**config.mk**
```make
export PLATFORM = sky130hd
export DESIGN_NAME = thrm_shdn_queue
export DESIGN_NICKNAME = d
export VERILOG_FILES = /design/src/rtl/thrm_pkg.sv /design/src/rtl/thrm_cmp.sv /design/src/rtl/thrm_chan.sv /design/src/rtl/thrm_merge.sv /design/src/rtl/thrm_shdn_queue.sv
export SDC_FILE = /design/constraint.sdc
export NUM_CORES = 1
export LEC_CHECK = 0
export ABC_AREA = 1
export BUFFER_PORTS_ARGS = -buffer_cell sky130_fd_sc_hd__buf_4
export CAP_MARGIN = 10
export CORE_ASPECT_RATIO = 1.4
export CORE_MARGIN = 2
export CORE_UTILIZATION = 32
export DETAILED_ROUTE_END_ITERATION = 8
export SLEW_MARGIN = 20
export SYNTH_ARGS = -nofsm -noshare
export SYNTH_HDL_FRONTEND = slang
export SYNTH_HIERARCHICAL = 1
export SYNTH_SLANG_ARGS = --single-unit
```
**constraint.sdc**
```tcl
create_clock -name clk -period 3.75 [get_ports clk]
set_input_delay 0.9375 -clock clk [delete_from_list [all_inputs] [get_ports clk]]
set_output_delay 0.9375 -clock clk [all_outputs]
set_load 0.005 [all_outputs]
```
**src/rtl/thrm_pkg.sv**
```systemverilog
// Shared definitions for the shutdown queue: length-field width, the
// counter type and the decode from the length field to a queue length.
package thrm_pkg;
    localparam int CODE_W = 3;
    localparam int QMAX   = CODE_W + 1;
    localparam int QCW    = $clog2(QMAX + 1);

    typedef logic [QCW-1:0]    qcnt_t;
    typedef logic [CODE_W-1:0] qcode_t;

    // Queue length is one plus the number of set bits in the field.
    function automatic qcnt_t code_to_len(input qcode_t c);
        qcnt_t n;
        n = qcnt_t'(1);
        for (int i = 0; i < CODE_W; i++) begin
            n = n + qcnt_t'(c[i]);
        end
        return n;
    endfunction
endpackage

```
**src/rtl/thrm_cmp.sv**
```systemverilog
// Limit comparator for one channel.
// Produces "over" (this reading counts toward the queue) and "warm" (the
// reading is still at or above the release floor). The floor is the limit
// minus the hysteresis, clamped at zero. With HW_EN the emergency limit is
// folded into both results. Assumes unsigned temperatures.
module thrm_cmp #(
    parameter int TW    = 8,
    parameter bit HW_EN = 1'b0
) (
    input  logic [TW-1:0] temp,
    input  logic [TW-1:0] lim,
    input  logic [TW-1:0] hyst,
    input  logic [TW-1:0] hw_lim,
    output logic          over,
    output logic          warm
);
    logic [TW-1:0] lim_floor;
    logic          lim_over;
    logic          lim_warm;

    // Clamped release floor for the programmable limit.
    always_comb begin
        lim_floor = (lim > hyst) ? (lim - hyst) : '0;
        lim_over  = (temp > lim);
        lim_warm  = (temp >= lim_floor);
    end

    generate
        if (HW_EN) begin : g_hw
            logic [TW-1:0] hw_floor;
            // Emergency limit is inclusive and shares the channel hysteresis.
            always_comb begin
                hw_floor = (hw_lim > hyst) ? (hw_lim - hyst) : '0;
                over     = lim_over | (temp >= hw_lim);
                warm     = lim_warm | (temp >= hw_floor);
            end
        end else begin : g_plain
            // Plain channel: only the programmable limit applies.
            always_comb begin
                over = lim_over;
                warm = lim_warm;
            end
        end
    endgenerate
endmodule

```
**src/rtl/thrm_chan.sv**
```systemverilog
// One channel's qualification queue.
// Counts consecutive over-limit strobes up to a latched length and then
// sets the trip flag. Once tripped, it holds until a strobed reading falls
// below the release floor. The length is re-read from the shared field
// only while the queue is empty. Assumes a strobe lasts one cycle per reading.
module thrm_chan
    import thrm_pkg::*;
#(
    parameter int TW    = 8,
    parameter bit HW_EN = 1'b0
) (
    input  logic          clk,
    input  logic          rst_n,
    input  logic          vld,
    input  logic [TW-1:0] temp,
    input  logic [TW-1:0] lim,
    input  logic [TW-1:0] hyst,
    input  logic [TW-1:0] hw_lim,
    input  qcode_t        code,
    output logic          trip,
    output qcnt_t         cnt
);
    logic  over;
    logic  warm;
    logic  empty;
    qcnt_t len_q;
    qcnt_t len_eff;
    qcnt_t cnt_inc;

    thrm_cmp #(.TW(TW), .HW_EN(HW_EN)) u_cmp (
        .temp   (temp),
        .lim    (lim),
        .hyst   (hyst),
        .hw_lim (hw_lim),
        .over   (over),
        .warm   (warm)
    );

    // Pick the live length when the queue is empty, else keep the latched one.
    always_comb begin
        empty   = (cnt == '0) && !trip;
        len_eff = empty ? code_to_len(code) : len_q;
        cnt_inc = cnt + qcnt_t'(1);
    end

    // Length latch, counter and trip flag.
    always_ff @(posedge clk) begin
        if (!rst_n) begin
            len_q <= qcnt_t'(QMAX);
            cnt   <= '0;
            trip  <= 1'b0;
        end else begin
            len_q <= len_eff;
            if (vld) begin
                if (trip) begin
                    if (!warm) begin
                        trip <= 1'b0;
                        cnt  <= '0;
                    end
                end else if (over) begin
                    cnt <= cnt_inc;
                    if (cnt_inc >= len_eff) begin
                        trip <= 1'b1;
                    end
                end else begin
                    cnt <= '0;
                end
            end
        end
    end
endmodule

```
**src/rtl/thrm_merge.sv**
```systemverilog
// Output merge: active-low shutdown whenever any linked channel is tripped.
// Purely combinational, so a link-mask change acts at once.
module thrm_merge #(
    parameter int NCH = 4
) (
    input  logic [NCH-1:0] trip,
    input  logic [NCH-1:0] link,
    output logic           shdn_n
);
    // Reduce the linked trip flags.
    always_comb begin
        shdn_n = ~|(trip & link);
    end
endmodule

```
**src/rtl/thrm_shdn_queue.sv**
```systemverilog
// Top of the consecutive over-temperature shutdown queue.
// Builds NCH channel queues. Channel HW_CH also gets the emergency-limit
// comparator. The trip flags are merged into one active-low output.
// Assumes all inputs are synchronous to clk.
module thrm_shdn_queue
    import thrm_pkg::*;
#(
    parameter int NCH   = 4,
    parameter int TW    = 8,
    parameter int HW_CH = 1
) (
    input  logic              clk,
    input  logic              rst_n,
    input  logic [NCH-1:0]    meas_vld,
    input  logic [NCH*TW-1:0] meas_temp,
    input  logic [NCH*TW-1:0] trip_lim,
    input  logic [NCH*TW-1:0] trip_hyst,
    input  logic [TW-1:0]     hw_lim,
    input  logic [NCH-1:0]    link_mask,
    input  logic [CODE_W-1:0] cnt_code,
    output logic              shdn_n
);
    localparam int CNT_BITS = NCH * QCW;

    logic [NCH-1:0]      chan_trip;
    logic [CNT_BITS-1:0] chan_cnt;

    generate
        for (genvar g = 0; g < NCH; g++) begin : g_ch
            qcnt_t c_cnt;
            thrm_chan #(.TW(TW), .HW_EN(g == HW_CH)) u_chan (
                .clk    (clk),
                .rst_n  (rst_n),
                .vld    (meas_vld[g]),
                .temp   (meas_temp[g*TW +: TW]),
                .lim    (trip_lim[g*TW +: TW]),
                .hyst   (trip_hyst[g*TW +: TW]),
                .hw_lim (hw_lim),
                .code   (cnt_code),
                .trip   (chan_trip[g]),
                .cnt    (c_cnt)
            );
            assign chan_cnt[g*QCW +: QCW] = c_cnt;
        end
    endgenerate

    thrm_merge #(.NCH(NCH)) u_merge (
        .trip   (chan_trip),
        .link   (link_mask),
        .shdn_n (shdn_n)
    );
endmodule

```
# == Yosys cells after proc, flatten, opt, wreduce, memory -nomap -nowiden ==
# Index checks and enable logic that the tools add are counted.
# word_totals
register_bits,28
latchBits,0
ramBits,0
rom_bits,0
input_bits,117
output_inout_bits,1
word_cells,105
memories,0
# op_classes
addsub,12
n_mul,0
div,0
order_cmp,19
eq_ne,4
n_shift,0
muxes,37
bitwise,3
n_reduce_logical,18
# op_table
cell,n
$gt 8x8->1,9
$ge 8x8->1,6
$mux 3,16
$mux 8,5
$sub 8x8->8,5
$mux 1,16
$add 3x1->3 const B,4
$ge 3x3->1,4
$logic_not 3->1,4
$ne 2x2->1 const B,4
$reduce_and 2->1,4
$add 3x1->3,2
$logic_not 1->1,5
$and 4x4->4,1
$logic_and 1x1->1,4
$reduce_or 4->1,1
$add 1x1->2 const A,1
$or 1x1->1,2

# == Logic depth before layout (Yosys ltp) ==
# Gate-level depths: netlist (run 1).
# depth
depth_word,8
mapped_depth,22
mapped_depth_nobuf,22

# == By module ==
# The synthesis (run 1) kept the hierarchy.
# modules_own_cells
module,n_inst,cells_per_inst,area_per_inst_um2,seq_area_each_um2
thrm_chan,4,60,441.7,140.1
thrm_cmp (g_ch[1].u_chan.u_cmp),1,318,1765.4,0.0
thrm_cmp (g_ch[2].u_chan.u_cmp ...),2,152,869.6,0.0
thrm_cmp (g_ch[0].u_chan.u_cmp),1,155,880.8,0.0
thrm_merge,1,7,26.3,0.0

# == Worst setup path before layout (run 1) ==
# Ideal clock, no wire load.
# synth_timing
kind,input port to flip-flop
from,input port hw_lim[0]
to,register g_ch[1].u_chan.cnt[0]
setup_time_ns,0.119
arrival_ns,3.140
required_ns,3.631
path_slack_ns,0.491
cell_stages,22
path_buffers,0
cell_sequence,inv_1 -> ha_1 -> fa_1 -> inv_1 -> nand2_1 -> nand2_1 -> nand3_1 -> nand2_2 -> nand2_2 -> inv_1 -> nand2_1 -> ha_1 -> nand2_1 -> inv_1 -> nand2_1 -> nand2_1 -> nor3_1 -> nand3_1 -> nand2_1 -> nand2_1 -> o21ai_0 -> a21oi_1
# synth_via
elab_chain_cells,6
elab_cells_between_ends,11
cone_classes,1 x add/sub; 3 x order compare; 1 x eq/ne; 3 x mux; 2 x bitwise; 1 x reduce/logical
# synth_lines
item,line,rtl
from (decl),thrm_shdn_queue.sv:18,"input logic [TW-1:0] hw_lim,"
$sub 8x8->8 or $gt 8x8->1 (tied branches),thrm_cmp.sv:33,hw_floor = (hw_lim > hyst) ? (hw_lim - hyst) : '0;
$mux 8 (*),thrm_cmp.sv:33,
$ge 8x8->1 (*),thrm_cmp.sv:35,warm = lim_warm | (temp >= hw_floor);
$or 1x1->1 (*),thrm_cmp.sv:35,
named net g_ch[1].u_chan.warm,thrm_chan.sv:24,logic warm;
$ne 2x2->1 (no source line) (*),-,
$reduce_and 2->1 (no source line) (*),-,
to (signal assigned),thrm_chan.sv:61,cnt <= cnt_inc;
to (decl),thrm_chan.sv:21,output qcnt_t cnt
# Mark *: on every way through the listed nets, which the timed path passes. The rest lies on a longest branch.
# A chain may end at the register's enable or synchronous reset.

# == Worst setup path after layout (run 1) ==
# Same ends and word-level chain as after synthesis.

==> run metrics, run 1 <==
post-route ant nets=0; Cell Count Post-Placement=1,389; Lkg Pwr=4.657 nW; Worst path slowest cell=fa_1; final setup TNS=0 ns; Slew headroom=80.66%; Post-Syn Nets=1,298; final slew viol count=0; IO Pins=118; critical path cell sequence=buf_4 > inv_1 > ha_1 > fa_1 > inv_1 > nand2_1 > nand2_1 > nand3_1 > nand2_2 > nand2_2 > inv_1 > nand2_1 > ha_1 > nand2_1 > inv_1 > nand2_1 > nand2_1 > nor3_1 > nand3_1 > nand2_1 > nand2_1 > o21ai_0 > a21oi_1; Post-Syn Area per Cell=6.034 sq um; max-cap violations=0; first-pass GRT wire length=25,290 um; GR Layer Usage met2=between 20% and 30%; r2r startpoint=g_ch[1].u_chan/cnt[0]$_SDFFE_PN0P_; critical path type=input port to register; Overall Power=about 1.6 mW; Worst-path clk slew=0.07 ns; gpl congestion=between 0.8 and 0.9; R2R Setup Slk=2.02 ns; number of synthesized flops with an enable pin=0; buffers plus inverters on the worst setup path=5; Nets=1,420; IO buf count=~120; H-tree depth=1; Hold EP=g_ch[2].u_chan/len_q[0]$_SDFF_PN0_; Via density=~4.4; global route total overflow=0; RSZ-0062 raised after global routing=false; DR pass1 iterations=4; initial antenna violation count=0; GRT Overall Usage=between 10 and 15%; number of synthesized register bits=28; Max Root-Sink Buffers=2; Root Buffer=clkbuf_16; Hold Buf Count CTS=0; FMAX=300.2 MHz; core area=~19,000 sq um; Critical R2R Capture=g_ch[1].u_chan/trip$_SDFFE_PN0P_; Hold Crit Depth=2; Worst R2R Path Depth=10; Worst EP arrival=3.48 ns; GR met3 Demand/Resource=1.084%; clock sinks=28; Gate Count Post-Synth=1,024; ant diodes=0; Warnings, synthesis=6; die span in y=168.4 um; Peak VDD IR=0.1602 mV; Post-Layout Cell Count=1,393; cell mode on critical path=nand2_1; WHS=0.4698 ns; setup bufs post-CTS=0; Synth Area in Compound Gates=8.586%; Netlist Area Pre-Place=6178 sq um; final setup vio count=0; hold crit path type=register to register; CP max stage delay=0.41 ns; launch point of the worst hold path=g_ch[2].u_chan/len_q[0]$_SDFF_PN0_; ys flop type=dfxtp_1; element type at the critical path end=register; WL/cell=between 10 and 15 um; Num CTS Buffers=3; Adder-Cell Fraction of Synth Area=32.40%; DRC viols=0; CP required=3.90 ns; Worst Setup Start Kind=input port; die width=around 120 um; full die area=20,450 sq um; largest family of logic cells by synthesized area=adder cells; later-pin clock latency in the skew report=between 0.2 and 0.3 ns; met1 GRT Util=between 10% and 20%; DP HPWL=13,180 um; synth unique cells=23; Total Wirelength=14,470 um; Slew @ Worst Pin=just under 0.3 ns; largest net degree at the start of global routing=17; final worst path period need=3.332 ns; Top delay family on crit path=simple AND/OR/NAND/NOR gates; Max Clock Skew=0.002061 ns; starting density of the core=about a third; Final period util=88.84%; Layout area overhead=20.68%; Synth Area in Simple Gates=31.86%; status=completed; Synth Area in XOR/XNOR=1.985%; Hold Vio Cnt, Final=0; drt initial violations=about 140; crit-path max FO=4; layout cells sized above 1=a little over an eighth; Core Rows=60; post-synthesis mux area share=0%; sequential-to-total area share from yosys stat=under 10%; Async SR Flop Fraction=0%; CTS tree=yes; power per cell area=roughly 220 nW/um^2; vias in the first global route=6,092; global route hottest layer=met2; Resized cells post-CTS=0; total number of vias=6,172
## tightest hold or removal path, stage by stage (launching register included)
cell and delay [ns]:
dfxtp_1 0.30, nand2_1 0.07, a21oi_1 0.06
## stage by stage
| stage | setup slack (ns) | utilization [%] | area [sq um] |
|---|---|---|---|
| after CTS | 0.4451 | 39.10 | 7456 |
| after global routing | 0.1430 | 39.10 | 7456 |
| after floorplan | 0.4905 | - | 6178 |
| final | 0.4184 | 39.10 | 7456 |
| after detailed placement | 0.1576 | 38.64 | 7367 |
| after global placement | 0.2150 | 38.64 | 7367 |
## routing by layer
layer	vias up	share of wire (%)	wire, um
li1	3411	-	-
met4	0	1.9	274
met3	18	3.2	465
met5	-	0	0
met1	2645	43	6241
met2	98	52	7485
## logic make-up (layout without fill, tap and decap cells)
logic type	Yosys count	count (layout)
xor+xnor	14	14
compound gates	93	93
simple gates	467	467
buf+inv	265	386
flops	28	28
fa+ha+maj	157	157
## state kept, by name (all words and copies together), names as in the netlist
register,flops
g_ch.u_chan/cnt,12
g_ch.u_chan/len_q,12
g_ch.u_chan/trip,4
## report_power, final
group          total (mW)  internal [mW]  switching [mW]
Sequential          0.347          0.328          0.0184
Clock               0.268          0.164           0.105
Combinational       0.998          0.432           0.566
## layout by cell type, fill, tap and decap left out, drive strengths merged, types with 9 or more instances in the layout
| master | synthesis | routed |
|---|---|---|
| dfxtp | 28 | 28 |
| buf | 0 | 117 |
| ha | 152 | 152 |
| nand4 | 23 | 23 |
| nand2 | 323 | 323 |
| nand3 | 51 | 51 |
| a21oi | 56 | 56 |
| o21ai | 23 | 23 |
| xor2 | 9 | 9 |
| nor2 | 58 | 58 |
| inv | 265 | 265 |
## layout make-up
class | instances | area (sq um)
fill | 2131 | 11610
multi-input combinational | 731 | 4623
inverter | 265 | 994.7
timing repair buffer | 117 | 878.3
sequential | 28 | 560.5
tap | 248 | 310.3
clock buffer | 4 | 88.84
## how the worst max path moves through the flow
stage	slack [ns]	cells after the start	start	endpoint
6_report	0.42	23	hw_lim[0]	g_ch[1].u_chan/cnt[0]$_SDFFE_PN0P_
5_1_grt	0.14	23	hw_lim[0]	g_ch[1].u_chan/cnt[0]$_SDFFE_PN0P_
4_1_cts	0.45	23	hw_lim[0]	g_ch[1].u_chan/cnt[0]$_SDFFE_PN0P_
3_5_place_dp	0.16	23	hw_lim[0]	g_ch[1].u_chan/cnt[0]$_SDFFE_PN0P_
3_3_place_gp	0.22	23	hw_lim[0]	g_ch[1].u_chan/cnt[0]$_SDFFE_PN0P_
2_1_floorplan	0.49	22	hw_lim[0]	g_ch[1].u_chan/cnt[0]$_SDFFE_PN0P_
## cell usage after synthesis (6+ instances only)
| master | number | area [sq um] |
|---|---|---|
| nand4_1 | 23 | 143.9 |
| nor3_1 | 6 | 30.03 |
| xor2_1 | 9 | 78.83 |
| ha_1 | 152 | 1902 |
| o21ai_0 | 15 | 75.07 |
| dfxtp_1 | 28 | 560.5 |
| a21oi_1 | 56 | 280.3 |
| nand3_1 | 51 | 255.2 |
| nand2_2 | 23 | 143.9 |
| nor2_1 | 53 | 198.9 |
| nand2_1 | 300 | 1126 |
| o21ai_2 | 8 | 70.07 |
| inv_1 | 265 | 994.7 |
(Power assumes the default switching activity.)
==> run 2: changes to the inputs <==
- CORE_UTILIZATION: 32 -> 55
- PLACE_DENSITY: default -> 0.79
==> run 2 against run 1 <==
Combinational power is essentially flat. Global-route usage grew 9.0 points. Die area shrank 41%. First-iteration DRC count grew 23%. Clock power grew 16%. Critical path type unchanged. Sequential power is essentially flat. Largest power group unchanged. Clock-buffer cell count shrank 1. Largest cell class unchanged. Via count grew 0.47%. Cell area shrank 1.6%. Critical endpoint is now g_ch[0].u_chan/cnt[0]$_SDFFE_PN0P_.
==> run metrics, run 2 (synthesized netlist as in run 1, its figures left out) <==
element type at the critical path end=register; power per cell area=around 230 nW/um^2; Max Clock Skew=between 0.002 and 0.0025 ns; WL/cell=about 11 um; global route total overflow=0; R2R Setup Slk=1.97 ns; crit path capture=g_ch[0].u_chan/cnt[0]$_SDFFE_PN0P_; core area=between 10,000 and 15,000 sq um; Final period util=89.14%; Lkg Pwr=about 4.7 nW; Root Buffer=clkbuf_16; DRC viols=0; total number of vias=6,201; critical path depth=21; starting density of the core=56.56%; IO buf count=117; most common cell after layout, fill and taps aside=nand2_1; final worst path period need=3.343 ns; setup bufs post-CTS=0; largest net degree at the start of global routing=17; Resized cells post-CTS=0; final setup TNS=0 ns; Nets=between 1,000 and 1,500; die span in y=~130 um; Layout area overhead=18.77%; full die area=about 12,000 sq um; status=completed; post-route ant nets=0; hold crit path type=register to register; first-pass GRT wire length=24,100 um; most frequent cells in the layout=nand2_1, inv_1, ha_1; later-pin clock latency in the skew report=0.26 ns; Max Root-Sink Buffers=2; Num CTS Buffers=3; die width=93.58 um; vias in the first global route=between 5,000 and 6,000; r2r startpoint=g_ch[3].u_chan/cnt[0]$_SDFFE_PN0P_; DR pass1 iterations=5; Worst-path clk slew=0.07 ns; crit path from=trip_lim[0]; final slew viol count=0; DP HPWL=12,170 um; CTS tree=yes; critical path cell sequence=buf_4 > inv_1 > ha_1 > fa_1 > inv_1 > nand2_1 > nand2_1 > nand3_1 > nand2_2 > nand2_2 > or2_1 > ha_1 > a21boi_0 > o21bai_1 > nand2_1 > nand2_1 > nand2_1 > nand2_1 > nand2_1 > o21ai_0 > a21oi_1; WHS=between 0.4 and 0.5 ns; buffers plus inverters on the worst setup path=3; RSZ-0062 raised after global routing=false; Worst path slowest cell=fa_1; ant diodes=0; drt initial violations=171; Hold Buf Count CTS=0; Via density=approximately 4.8; Worst R2R Path Depth=10; Largest regs=g_ch.u_chan/cnt x12, g_ch.u_chan/len_q x12, g_ch.u_chan/trip x4; Total Wirelength=13,690 um; max-cap violations=0; Peak VDD IR=around 0.16 mV; Top delay family on crit path=simple AND/OR/NAND/NOR gates; Slew @ Worst Pin=approximately 0.24 ns; GRT Overall Usage=between 20% and 30%; initial antenna violation count=0; Post-Layout Cell Count=roughly 1,300; Hold Vio Cnt, Final=0; cell mode on critical path=nand2_1; Worst Setup Start Kind=input port; Cell Count Post-Placement=between 1,000 and 1,500; H-tree depth=1; clock sinks=28; Slew headroom=a little over four fifths; IO Pins=about 120; Worst EP arrival=between 3 and 4 ns; FMAX=299.2 MHz; crit-path max FO=4; fin util=67.18%; critical path type=input port to register; CP required=3.90 ns; Critical R2R Capture=g_ch[3].u_chan/trip$_SDFFE_PN0P_; layout cells sized above 1=13.71%; final setup vio count=0; gpl congestion=0.9057; Overall Power=1.654 mW; Core Rows=45; CP max stage delay=0.40 ns
==> run 2: changes by cell type in the layout (fill, tap and decap cells not counted) <==
cell,delta
clkbuf_8,-1
bufinv_16,+1
==> run 2: how the worst min path moves through the flow <==
stage	startpoint	end	slack, ns	cells after the start
2_1_floorplan	g_ch[0].u_chan/len_q[0]$_SDFF_PN0_	g_ch[0].u_chan/len_q[0]$_SDFF_PN0_	0.45	2
3_3_place_gp	g_ch[1].u_chan/len_q[0]$_SDFF_PN0_	g_ch[1].u_chan/len_q[0]$_SDFF_PN0_	0.46	2
3_5_place_dp	g_ch[1].u_chan/len_q[0]$_SDFF_PN0_	g_ch[1].u_chan/len_q[0]$_SDFF_PN0_	0.46	2
4_1_cts	g_ch[1].u_chan/len_q[0]$_SDFF_PN0_	g_ch[1].u_chan/len_q[0]$_SDFF_PN0_	0.48	2
5_1_grt	g_ch[3].u_chan/len_q[0]$_SDFF_PN0_	g_ch[3].u_chan/len_q[0]$_SDFF_PN0_	0.50	2
6_report	g_ch[1].u_chan/len_q[0]$_SDFF_PN0_	g_ch[1].u_chan/len_q[0]$_SDFF_PN0_	0.48	2
==> run 2: per-stage QoR <==
stage / setup slack (ns) / cell area (sq um)
6_report: 0.4074 / 7338
5_1_grt: 0.1568 / 7338
4_1_cts: 0.4378 / 7338
3_5_place_dp: 0.1558 / 7233
3_3_place_gp: 0.2002 / 7233
2_1_floorplan: 0.4905 / 6178
==> run 2: metal layers <==
metal	vias up	wire [um]	global-route usage, %
met5	-	0	0
met4	0	317	6.053
met3	20	339	1.337
met2	94	6987	46.47
met1	2673	6047	27.04
li1	3414	-	-
==> run 2: where the power goes <==
part / switching [mW] / total (mW) / leakage (nW) / internal (mW)
clock network: 0.0983 / 0.311 / 0.0511 / 0.212
logic: 0.566 / 0.998 / 4.38 / 0.432
registers: 0.0168 / 0.345 / 0.231 / 0.329
total: 0.681 / 1.65 / 4.66 / 0.973
==> run 2: layout make-up <==
class	instances	area (sq um)
Clock buffer	3	75.07
Clock inverter	1	30.03
Fill cell	1069	3585
Inverter	265	994.7
Multi-Input combinational cell	731	4623
Sequential cell	28	560.5
Tap cell	141	176.4
Timing Repair Buffer	117	878.3
==> run 2: worst register-to-register path, stage by stage (launching register included) <==
cell and delay (ns):
dfxtp_1 0.36, inv_1 0.09, ha_1 0.23, nand2_2 0.13
nand2_1 0.08, o21ai_2 0.07, ha_1 0.27, a21oi_1 0.20
nand3_1 0.12, nand2_1 0.08, a21oi_1 0.05
==> run 3: changes to the inputs <==
- PLACE_DENSITY: 0.79 -> 0.8
- SYNTH_HIERARCHICAL: 1 -> default
==> run 3 against run 2 <==
Core utilization is 0.76 points higher. Clock-buffer cell count stayed put. Clock power hardly changed. Maximum frequency is 0.35% lower. Via count is 9.0% lower. Sequential cell count stayed put. First-iteration DRC count is 18% lower. Critical path depth stayed put. Largest power group unchanged.
==> run metrics, run 3 <==
core area=9846 sq um; critical path cell sequence=buf_4 > inv_1 > ha_1 > fa_1 > o21ai_2 > nand2_1 > nand3_1 > nand2_2 > a21oi_1 > o21ai_1 > ha_1 > nand2_1 > inv_1 > nor2_1 > nand2_1 > nor2_1 > nand3_1 > nand2_2 > nand2_1 > nor2_1 > nor2_1; power per cell area=between 200 and 250 nW/um^2; most common cell after layout, fill and taps aside=nand2_1; largest net degree at the start of global routing=17; top cells by area, synth=ha_1, nand2_1, inv_1; Total Wirelength=~12,000 um; setup bufs post-CTS=0; IO Pins=118; initial antenna violation count=0; vias in the first global route=5,257; starting density of the core=56.31%; number of synthesized flops with an enable pin=0; synth unique cells=37; Resized cells post-CTS=0; max-cap violations=0; Slew headroom=between 70% and 80%; final slew viol count=0; H-tree depth=1; Layout area overhead=20.65%; layout cells sized above 1=15.33%; sequential-to-total area share from yosys stat=10.11%; Hold Buf Count CTS=0; final worst path period need=~3.4 ns; Gate Count Post-Synth=866; Root Buffer=clkbuf_16; FMAX=298.1 MHz; Worst path slowest cell=fa_1; launch point of the worst hold path=g_ch[3].u_chan.len_q[2]$_SDFF_PN1_; r2r startpoint=g_ch[2].u_chan.cnt[0]$_SDFFE_PN0P_; hold crit path type=register to register; WL/cell=between 10 and 15 um; final setup TNS=0 ns; final setup vio count=0; Synth area leader=ha_1; Lkg Pwr=3.971 nW; drt initial violations=between 100 and 150; Hold Vio Cnt, Final=0; Final period util=89.45%; Slew @ Worst Pin=0.4323 ns; element type at the critical path end=register; Async SR Flop Fraction=0%; Warnings, synthesis=0; gpl congestion=0.9814; Nets=1,250; clock sinks=28; RSZ-0062 raised after global routing=false; placed standard-cell area=6584 sq um; Worst Setup Start Kind=input port; number of synthesized register bits=28; commonest cells in the netlist=nand2_1, inv_1, ha_1, nor2_1, a21oi_1; CTS tree=yes; status=completed; CP required=3.91 ns; IO buf count=117; DP HPWL=10,920 um; crit path from=trip_lim[8]; global route total overflow=0; post-route ant nets=0; DR pass1 iterations=4; first-pass GRT wire length=20,810 um; Max Root-Sink Buffers=2; critical path type=input port to register; Post-Syn Area per Cell=6.402 sq um; final instance area=6689 sq um; Largest regs=g_ch.u_chan.cnt x12, g_ch.u_chan.len_q x12, g_ch.u_chan.trip x4; DRC viols=0; crit-path max FO=7; ys flop type=dfxtp_1; die span in y=122.8 um; Worst-path clk slew=0.07 ns; later-pin clock latency in the skew report=0.26 ns; Peak VDD IR=0.1684 mV; most common cell in the netlist=nand2_1; GRT Overall Usage=a little under a quarter; die width=around 89 um; CP max stage delay=0.42 ns; Max Clock Skew=0.004307 ns; most frequent cells in the layout=nand2_1, inv_1, ha_1; Num CTS Buffers=3; Via density=5.039; total number of vias=5,644; Fillers=942; Worst EP arrival=3.51 ns; post-synth top area share=31.82%; ant diodes=0; full die area=approximately 11,000 sq um; Post-Syn Nets=1,130; Core Rows=43; Netlist Area Pre-Place=5544 sq um
==> run 3: cell types whose count changed in the layout (fill, tap and decap cells not counted), moves of 12 or more <==
cell,delta
nand4_1,-12
inv_1,-97
nand2_2,-17
a21oi_1,+15
o21ai_1,+22
nand2_1,-101
nor2_1,+25
==> run 3: worst paths after layout <==
kind / end / slack, ns / depth (start not counted)
worst max-delay path: g_ch[1].u_chan.cnt[0]$_SDFFE_PN0P_ / 0.40 / 21
worst min-delay path: g_ch[3].u_chan.len_q[2]$_SDFF_PN1_ / 0.47 / 2
worst max register to register: g_ch[2].u_chan.trip$_SDFFE_PN0P_ / 1.64 / 11
worst min register to register: g_ch[3].u_chan.len_q[2]$_SDFF_PN1_ / 0.47 / 2
==> run 3: area by class of cell <==
class | count | area (sq um) | area share, %
inverter | 180 | 676.9 | 10.12
clock inverter | 1 | 30.03 | 0.4489
tap | 135 | 168.9 | 2.525
clock buffer | 3 | 75.07 | 1.122
timing repair buffer | 117 | 878.3 | 13.13
sequential | 28 | 560.5 | 8.380
multi-input combinational | 656 | 4299 | 64.27
==> run 3: stage by stage <==
step	std cells	setup slack, ns	power [mW]	hold slack [ns]	utilization (%)
finish	1120	0.3956	1.658	0.4743	67.94
global placement	1116	0.2256	1.323	0.4542	66.87
detailed placement	1116	0.1199	1.346	0.4592	66.87
global route	1120	0.06040	1.844	0.4997	67.94
floorplan	866	0.4765	1.063	0.4403	-
CTS	1120	0.3935	1.666	0.4756	67.94
==> run 3: cells by family after synthesis <==
family,count (synthesis),share of synthesized area (%)
AND/OR/NAND/NOR,361,27.42
adder cells (fa/ha/maj),147,33.99
buffers and inverters,182,12.34
flip-flops,28,10.11
XOR/XNOR,12,1.896
multiplexers,8,1.444
AO/OA/AOI/OAI,128,12.80
==> run 3: worst max-delay path: cells and delay by family <==
family | cells | cell delay [ns]
fa+ha+maj | 3 | 0.95
simple gates | 12 | 1.04
buf+inv | 3 | 0.15
compound gates | 3 | 0.43
==> run 3: per-layer routing <==
layer / wire [um] / track usage, % / share of wire, %
met5: 0 / 0 / 0
met4: 197 / 5.777 / 1.6
met3: 431 / 1.412 / 3.5
met2: 6613 / 46.60 / 54
met1: 5076 / 24.83 / 41
==> run 3: power breakdown <==
| group | leakage, nW | internal, mW | switching, mW |
|---|---|---|---|
| clock network | 0.0511 | 0.213 | 0.102 |
| registers | 0.232 | 0.335 | 0.0237 |
| logic | 3.69 | 0.437 | 0.548 |
| total | 3.97 | 0.985 | 0.673 |
